### config.mk
export PLATFORM = sky130hd
export DESIGN_NAME = shared_pwm_timer
export DESIGN_NICKNAME = d
export VERILOG_FILES = /design/src/rtl/shared_pwm_pkg.sv /design/src/rtl/pwm_ctrl_regs.sv /design/src/rtl/pwm_core.sv /design/src/rtl/shared_pwm_timer.sv
export SDC_FILE = /design/constraint.sdc
export NUM_CORES = 1
export LEC_CHECK = 0
export ABC_AREA = 1
export BUFFER_PORTS_ARGS = -buffer_cell sky130_fd_sc_hd__buf_2
export CORE_MARGIN = 2
export CORE_UTILIZATION = 34
export CTS_CLUSTER_DIAMETER = 50
export DETAILED_ROUTE_END_ITERATION = 10
export PLACE_DENSITY = 0.59
export SLEW_MARGIN = 20
export SYNTH_ARGS = -nofsm -noshare
export SYNTH_HDL_FRONTEND = slang
export SYNTH_SLANG_ARGS = --single-unit
### constraint.sdc
create_clock -name clk -period 3.59 [get_ports clk]
set_input_delay 0.5385 -clock clk [delete_from_list [all_inputs] [get_ports clk]]
set_output_delay 0.5385 -clock clk [all_outputs]
set_load 0.05 [all_outputs]
### src/rtl/shared_pwm_pkg.sv
package shared_pwm_pkg;
  // strobes from the register/prescale control to the counting datapath
  typedef struct packed {
    logic advance;  // counter moves one step this cycle
    logic hold;     // counter parked: keep at start count, copy shadows
  } pwm_strobe_t;

  localparam logic [7:0] ADDR_CTRL  = 8'h00;
  localparam logic [7:0] ADDR_COUNT = 8'h04;
  localparam logic [7:0] ADDR_MOD   = 8'h08;
  localparam logic [7:0] ADDR_CHAN  = 8'h0C;
  localparam logic [7:0] ADDR_START = 8'h4C;
  localparam logic [7:0] ADDR_OINIT = 8'h5C;
  localparam logic [7:0] ADDR_MASK  = 8'h60;
  localparam logic [7:0] ADDR_POL   = 8'h70;
endpackage

### src/rtl/pwm_ctrl_regs.sv
module pwm_ctrl_regs
  import shared_pwm_pkg::*;
#(
  parameter int N_CH = 8,
  parameter int CW   = 16,
  parameter int PSW  = 3,
  parameter int AW   = 8,
  parameter int DW   = 32
) (
  input  logic                      clk,
  input  logic                      rstN,
  input  logic                      tickFixed,
  input  logic                      tickExt,
  input  logic [AW-1:0]             busAddr,
  input  logic [DW-1:0]             busWdata,
  input  logic                      busWe,
  input  logic [CW-1:0]             cntVal,
  output pwm_strobe_t               strb,
  output logic [CW-1:0]             modShadow,
  output logic [CW-1:0]             startVal,
  output logic [N_CH-1:0][CW-1:0]   cmpShadow,
  output logic [N_CH-1:0]           chanPwmEn,
  output logic [N_CH-1:0]           outInit,
  output logic [N_CH-1:0]           outMask,
  output logic [N_CH-1:0]           outPol,
  output logic [DW-1:0]             busRdata
);
  localparam int PSCW   = (1 << PSW) - 1;
  localparam int STRIDE = 8;

  logic [PSW-1:0]            psCode;
  logic [1:0]                clkSel;
  logic [N_CH-1:0][3:0]      chanCtrl;
  logic [PSCW-1:0]           psCnt;
  logic [PSCW-1:0]           psLimit;
  logic                      tickSel;

  always_comb begin
    unique case (clkSel)
      2'd1:    tickSel = 1'b1;
      2'd2:    tickSel = tickFixed;
      2'd3:    tickSel = tickExt;
      default: tickSel = 1'b0;
    endcase
  end

  assign psLimit      = PSCW'((32'd1 << psCode) - 32'd1);
  assign strb.hold    = (clkSel == 2'd0);
  assign strb.advance = tickSel && (psCnt >= psLimit);

  always_ff @(posedge clk or negedge rstN) begin
    if (!rstN)             psCnt <= '0;
    else if (strb.hold)    psCnt <= '0;
    else if (tickSel)      psCnt <= (psCnt >= psLimit) ? '0 : psCnt + 1'b1;
  end

  always_ff @(posedge clk or negedge rstN) begin
    if (!rstN) begin
      psCode    <= '0;
      clkSel    <= '0;
      modShadow <= '0;
      startVal  <= '0;
      outInit   <= '0;
      outMask   <= '1;
      outPol    <= '0;
      chanCtrl  <= '0;
      cmpShadow <= '0;
    end else if (busWe) begin
      case (busAddr)
        ADDR_CTRL:  begin psCode <= busWdata[PSW-1:0]; clkSel <= busWdata[PSW+1:PSW]; end
        ADDR_MOD:   modShadow <= busWdata[CW-1:0];
        ADDR_START: startVal  <= busWdata[CW-1:0];
        ADDR_OINIT: outInit   <= busWdata[N_CH-1:0];
        ADDR_MASK:  outMask   <= busWdata[N_CH-1:0];
        ADDR_POL:   outPol    <= busWdata[N_CH-1:0];
        default: ;
      endcase
      for (int i = 0; i < N_CH; i++) begin
        if (busAddr == AW'(ADDR_CHAN + STRIDE * i))     chanCtrl[i]  <= busWdata[5:2];
        if (busAddr == AW'(ADDR_CHAN + 4 + STRIDE * i)) cmpShadow[i] <= busWdata[CW-1:0];
      end
    end
  end

  // edge-aligned high-true needs mode-select B and level-select B
  generate
    for (genvar g = 0; g < N_CH; g++) begin : g_en
      assign chanPwmEn[g] = chanCtrl[g][3] && chanCtrl[g][1];
    end
  endgenerate

  always_comb begin
    busRdata = '0;
    case (busAddr)
      ADDR_CTRL:  busRdata = DW'({clkSel, psCode});
      ADDR_COUNT: busRdata = DW'(cntVal);
      ADDR_MOD:   busRdata = DW'(modShadow);
      ADDR_START: busRdata = DW'(startVal);
      ADDR_OINIT: busRdata = DW'(outInit);
      ADDR_MASK:  busRdata = DW'(outMask);
      ADDR_POL:   busRdata = DW'(outPol);
      default: ;
    endcase
    for (int i = 0; i < N_CH; i++) begin
      if (busAddr == AW'(ADDR_CHAN + STRIDE * i))     busRdata = DW'({chanCtrl[i], 2'b00});
      if (busAddr == AW'(ADDR_CHAN + 4 + STRIDE * i)) busRdata = DW'(cmpShadow[i]);
    end
  end


  clk_stop_chk: assert property (@(posedge clk) disable iff (!rstN)
    (clkSel == 2'd0) |-> !strb.advance);


  prescale_gap_chk: assert property (@(posedge clk) disable iff (!rstN)
    (strb.advance && psCode != '0 && !busWe) |=> !strb.advance);
endmodule

### src/rtl/pwm_core.sv
module pwm_core
  import shared_pwm_pkg::*;
#(
  parameter int N_CH = 8,
  parameter int CW   = 16
) (
  input  logic                      clk,
  input  logic                      rstN,
  input  pwm_strobe_t               strb,
  input  logic [CW-1:0]             modShadow,
  input  logic [CW-1:0]             startVal,
  input  logic [N_CH-1:0][CW-1:0]   cmpShadow,
  input  logic [N_CH-1:0]           chanPwmEn,
  input  logic [N_CH-1:0]           outInit,
  input  logic [N_CH-1:0]           outMask,
  input  logic [N_CH-1:0]           outPol,
  output logic [CW-1:0]             cntVal,
  output logic [N_CH-1:0]           pwmOut
);
  logic [CW-1:0]           modWork;
  logic [N_CH-1:0][CW-1:0] cmpWork;
  logic                    atTop;

  assign atTop = (cntVal >= modWork);

  always_ff @(posedge clk or negedge rstN) begin
    if (!rstN) begin
      cntVal  <= '0;
      modWork <= '0;
      cmpWork <= '0;
    end else if (strb.hold || (strb.advance && atTop)) begin
      cntVal  <= startVal;
      modWork <= modShadow;
      cmpWork <= cmpShadow;
    end else if (strb.advance) begin
      cntVal  <= cntVal + 1'b1;
    end
  end

  generate
    for (genvar g = 0; g < N_CH; g++) begin : g_ch
      logic level;
      assign level     = strb.hold ? outInit[g] : (chanPwmEn[g] && (cntVal < cmpWork[g]));
      assign pwmOut[g] = outMask[g] ? outPol[g] : (level ^ outPol[g]);


      mask_level_chk: assert property (@(posedge clk) disable iff (!rstN)
        outMask[g] |-> (pwmOut[g] == outPol[g]));
    end
  endgenerate


  idle_hold_chk: assert property (@(posedge clk) disable iff (!rstN)
    (!strb.advance && !strb.hold) |=> $stable(cntVal));


  count_step_chk: assert property (@(posedge clk) disable iff (!rstN)
    (strb.advance && !strb.hold && !atTop) |=> (cntVal == $past(cntVal) + 1'b1));
endmodule

### src/rtl/shared_pwm_timer.sv
module shared_pwm_timer
  import shared_pwm_pkg::*;
#(
  parameter int N_CH = 8,
  parameter int CW   = 16,
  parameter int PSW  = 3,
  parameter int AW   = 8,
  parameter int DW   = 32
) (
  input  logic            clk,
  input  logic            rstN,
  input  logic            tickFixed,
  input  logic            tickExt,
  input  logic [AW-1:0]   busAddr,
  input  logic [DW-1:0]   busWdata,
  input  logic            busWe,
  output logic [DW-1:0]   busRdata,
  output logic [N_CH-1:0] pwmOut
);
  pwm_strobe_t             strb;
  logic [CW-1:0]           cntVal, modShadow, startVal;
  logic [N_CH-1:0][CW-1:0] cmpShadow;
  logic [N_CH-1:0]         chanPwmEn, outInit, outMask, outPol;

  pwm_ctrl_regs #(.N_CH(N_CH), .CW(CW), .PSW(PSW), .AW(AW), .DW(DW)) uRegs (
    .clk(clk), .rstN(rstN), .tickFixed(tickFixed), .tickExt(tickExt),
    .busAddr(busAddr), .busWdata(busWdata), .busWe(busWe), .cntVal(cntVal),
    .strb(strb), .modShadow(modShadow), .startVal(startVal), .cmpShadow(cmpShadow),
    .chanPwmEn(chanPwmEn), .outInit(outInit), .outMask(outMask), .outPol(outPol),
    .busRdata(busRdata)
  );

  pwm_core #(.N_CH(N_CH), .CW(CW)) uCore (
    .clk(clk), .rstN(rstN), .strb(strb), .modShadow(modShadow), .startVal(startVal),
    .cmpShadow(cmpShadow), .chanPwmEn(chanPwmEn), .outInit(outInit), .outMask(outMask),
    .outPol(outPol), .cntVal(cntVal), .pwmOut(pwmOut)
  );
endmodule

==> results <==
- The number of maximum-capacitance violations is 0.
- The top-area cell type share of the netlist area is 47.3%.
- The run finished, with violations left.
- The clock network accounts for 38.0% of the total power.
- The number of DRC markers after the initial detailed-route iteration is 1236.
- Hold timing on the final database bottoms out at a slack of -0.00967 ns.
- The total die area is 61100 µm².
- From synthesis to final layout, the design area changed by 17.5%.
- The initial antenna violation count came to 1.
- Detailed placement ended at an HPWL of around 43000 µm.
- STA puts the critical path data arrival time at 3.09 ns.
- TritonCTS built the clock tree.
- The first detailed-routing pass took 5 iterations.
- The maximum number of buffers from clock root to sink is 3.
- At the end of routability-driven placement, the weighted congestion stood at 0.931.
- The remaining design rule violation count is 0.
- The largest total area in the synthesized netlist belongs to dfrtp_1.
- The simple logic cell fraction of the synthesized area is 17.9%.
- The number of hold violations in the final report is 3.
- The launching element type of the critical path is a register.
- The critical path in this run is classified as register to output port.
- Dividing the detail-routed wire length by the instance count gives between 15 and 20 µm.
- The remaining global-route overflow is 0.
- The power density relative to cell area is approximately 540 nW/µm².
- During placement, the flow inserted port buffers numbering 52.
- The largest family of logic cells by synthesized area is simple AND/OR/NAND/NOR gates.
- The I/O pin count is 85.
- The die is ~250 µm wide.
- At the later pin of the worst-skew pair, clock insertion delay measures 0.58 ns.
- Using the TritonRoute via totals, the vias-per-cell ratio works out to slightly above 5.
- Yosys mapped a number of flops with a built-in enable equal to 0.
- In this run the number of H-tree levels came out at 2.
- The post-synthesis sequential element count is 388.
- In this run, the combinational gates consume 23.8% of the power.
- The leading register cell type out of synthesis is dfrtp_1.
- The initial utilization of the core area, before any placement, comes to 34.3%.
- The number of warnings issued by yosys is 0.
- The final total negative setup slack is -0.0668 ns.
- The via count of the first global-routing pass is 16428.
- The antenna violation net count after detailed routing is 0.
- Sequential elements use 48.4% of the synthesized area.
- The count of final max-slew check failures was 0.
- The pin count of the biggest net entering global routing is 85.
- Setup violations remaining at the end of the flow were counted as 2.
- At the end of the flow, the number of nets in the layout was 2698.
- The portion of netlist area occupied by mux cells is 0%.
- Hold repair after CTS inserted 0 buffers.
- Synthesis produced 2419 cells.
- The internal power of the cells totals between 8000 and 9000 µW.
- In this run the power spent charging and discharging nets is approximately 4000 µW.
- The switching share of power is 31.6%.
- The number of unique standard cell types used by synthesis is 45.
- The min-delay analysis places its worst path in the category primary input to async pin.
- In this run, flip-flops and latches consume a little under two fifths of the power.
- The first-pass GRT wire length is 92800 µm.
- The floorplan step set the die height to 247 µm.
- The smallest setup slack after layout is -0.0391 ns.
- The worst path in the final design needs a cycle of 3.63 ns, including I/O delays and setup.
- The row count is between 80 and 90.
- Detailed routing inserted a total of approximately 17000 vias.
- In the post-synthesis netlist, the biggest area contributors are dfrtp_1, nand2_1, o21ai_0.
- Summed over all cells, the static leakage comes to 0.0109 µW.
- The compound-cell area share of the yosys netlist is 15.8%.
- VDD sags by at most between 0.4 and 0.5 mV.
- The maximum fanout along the worst path is 5.
- The synthesized netlist occupies a cell area of 20100 µm².
- The total inserted antenna cells is 0.
- For this run, the top clock speed supported by timing is 276 MHz.
- The max-slew headroom at the worst pin is 33.1%.
- The clock drives a little under 400 sinks.
- The mean cell area of the mapped netlist is 8.31 µm².
- Dividing the final minimum period by the clock period gives 101%.
- The core region is 58700 µm².
- The worst-margin pin slew is around 1.0 ns.
- Wires add up to 59300 µm.
- Setup repair after global routing could not meet its margin everywhere.
- For the final database, setup skew stands at around 0.032 ns.
- Cells with a size suffix above 1 make up 11.9% of the layout.
- The checks that failed: hold timing, setup timing.
- Buffers inserted during clock tree synthesis total 44.
- The category of the worst setup path capture point is an output port.
- The number of fill cells is between 5000 and 6000.
- Of the total synthesized cell area, the portion taken by XOR and XNOR cells is 1.00%.
- The cell sitting at the root of the clock tree is a clkbuf_16.
- For the worst setup path, the data required time is 3.05 ns.
- The clock slew seen by the registers of the worst setup and hold paths is 0.06 ns.
- The total power consumption of the routed design is 12700 µW.
- Counting flops with an async set or reset pin after synthesis yields a share of between 90% and 100%.
- Global routing used 19.6% of the available tracks across all layers.
- After Yosys synthesis, full adders, half adders and majority gates account for 9.09% of the synthesized area.
-- registers in the layout, indices dropped and copies added (netlist names), 7 cells and up --
signal and cells:
uRegs.psCnt 7, uCore.cmpWork 128, uRegs.startVal 16, uRegs.chanCtrl 32, uCore.modWork 16, uRegs.cmpShadow 128, uRegs.outPol 8, uCore.cntVal 16
uRegs.outMask 8, uRegs.outInit 8, uRegs.modShadow 16
-- metal layers --
layer | up-vias | global-route usage, % | routed length [µm]
met3 | 102 | 2.52 | 3080
met5 | - | 0 | 0
met1 | 8237 | 26.0 | 26100
met4 | 0 | 7.76 | 2020
met2 | 497 | 32.5 | 28200
li1 | 8131 | - | -
-- through the flow --
| stage | hold slack (ns) | cells | worst slack, ns | area (µm²) | util [%] |
|---|---|---|---|---|---|
| floorplan | 0.243 | 2434 | 0.655 | 20200 | - |
| detailed placement | 0.473 | 3227 | 0.151 | 21600 | 36.8 |
| global route | 0.0525 | 3316 | -0.136 | 23600 | 40.2 |
| CTS | 0.0110 | 3315 | -0.0823 | 23400 | 39.8 |
| global placement | 0.461 | 3227 | 0.130 | 21600 | 36.8 |
| finish | -0.00967 | 3316 | -0.0391 | 23600 | 40.2 |
-- worst max-delay path, stage by stage, from the launching register on --
cell and delay, ns:
dfrtp_2 0.44, buf_12 0.16, ha_4 0.25, o21ai_1 0.06, nand2_1 0.08, nand3_2 0.07, nand2_2 0.07, nand4_1 0.08
o211ai_1 0.23, a21oi_2 0.16, o21ai_1 0.17, buf_4 0.18, o21ai_2 0.06, nand2_1 0.07, xor2_1 0.20, buf_4 0.23
-- kinds of logic after synthesis --
| family | Yosys count |
|---|---|
| AO/OA/AOI/OAI | 592 |
| buffers and inverters | 394 |
| other | 1 |
| XOR/XNOR | 23 |
| AND/OR/NAND/NOR | 875 |
| adder cells (fa/ha/maj) | 146 |
| flip-flops | 388 |
-- synthesized netlist by cell type, drive strengths merged, types with 2 or more instances --
cell type	count
o2111ai	2
nand4	41
a22o	2
dfrtp	380
o31ai	2
xnor2	2
buf	44
xor2	21
nor4	4
nand2	658
ha	146
a22oi	2
dfstp	8
nor2	82
a21boi	2
a221oi	17
o22ai	21
clkbuf	65
nand3	67
a21oi	96
o211ai	12
a41oi	3
o221ai	6
inv	284
o21ai	422
or2	10
nor3	12
a2111oi	3
-- final cells by class --
cell class	instances	area, µm²	share of cell area, %
timing repair buffer	136	1080	4.58
tap	773	967	4.10
multi-input combinational	1652	9200	38.9
clock inverter	17	283	1.20
sequential	388	9730	41.2
clock buffer	65	1270	5.39
inverter	285	1080	4.57
-- timing repair --
| action | CTS | global route |
|---|---|---|
| gates resized for setup | 66 | 43 |
| setup buffers | 7 | 1 |
| pin swaps | 35 | 37 |
| endpoints found under the setup margin | 9 | 71 |
-- cell usage in the layout, fill, tap and decap left out, types with 17 or more instances in the layout --
cell type / synthesis / routed
nand2_1: 654 / 648
o21ai_0: 421 / 403
dfrtp_1: 380 / 368
inv_1: 280 / 279
ha_1: 146 / 135
a21oi_1: 95 / 79
buf_4: 16 / 78
nor2_1: 78 / 75
nand3_1: 65 / 62
clkbuf_16: 0 / 46
buf_2: 28 / 42
nand4_1: 41 / 41
xor2_1: 21 / 21
o22ai_1: 21 / 21
a21oi_2: 1 / 17
-- path summary, 6_finish.rpt --
path,end,cells past startpoint,startpoint,slack (ns)
max,pwmOut[6],15,uCore.cntVal[1],-0.04
min,uCore.modWork[11],1,rstN,-0.01
max reg2reg,uCore.cmpWork[3],18,uRegs.psCode[2],0.36
min reg2reg,uRegs.startVal[12],2,uRegs.startVal[12],0.49
max in group asynchronous,uCore.cmpWork[103],2,rstN,2.69
min in group clk,uRegs.outPol[3],3,busWdata[3],0.19
-- power groups by stage --
| stage | Combinational (µW) | Clock (µW) | Sequential [µW] |
|---|---|---|---|
| finish | 3030 | 4830 | 4860 |
| floorplan | 1670 | 0 | 4900 |
| CTS | 2890 | 4910 | 4860 |
| global placement | 2600 | 0 | 4930 |
| detailed placement | 2670 | 0 | 4940 |
| global route | 3390 | 5090 | 4890 |
Note: power is estimated with default switching activity, not from simulation.
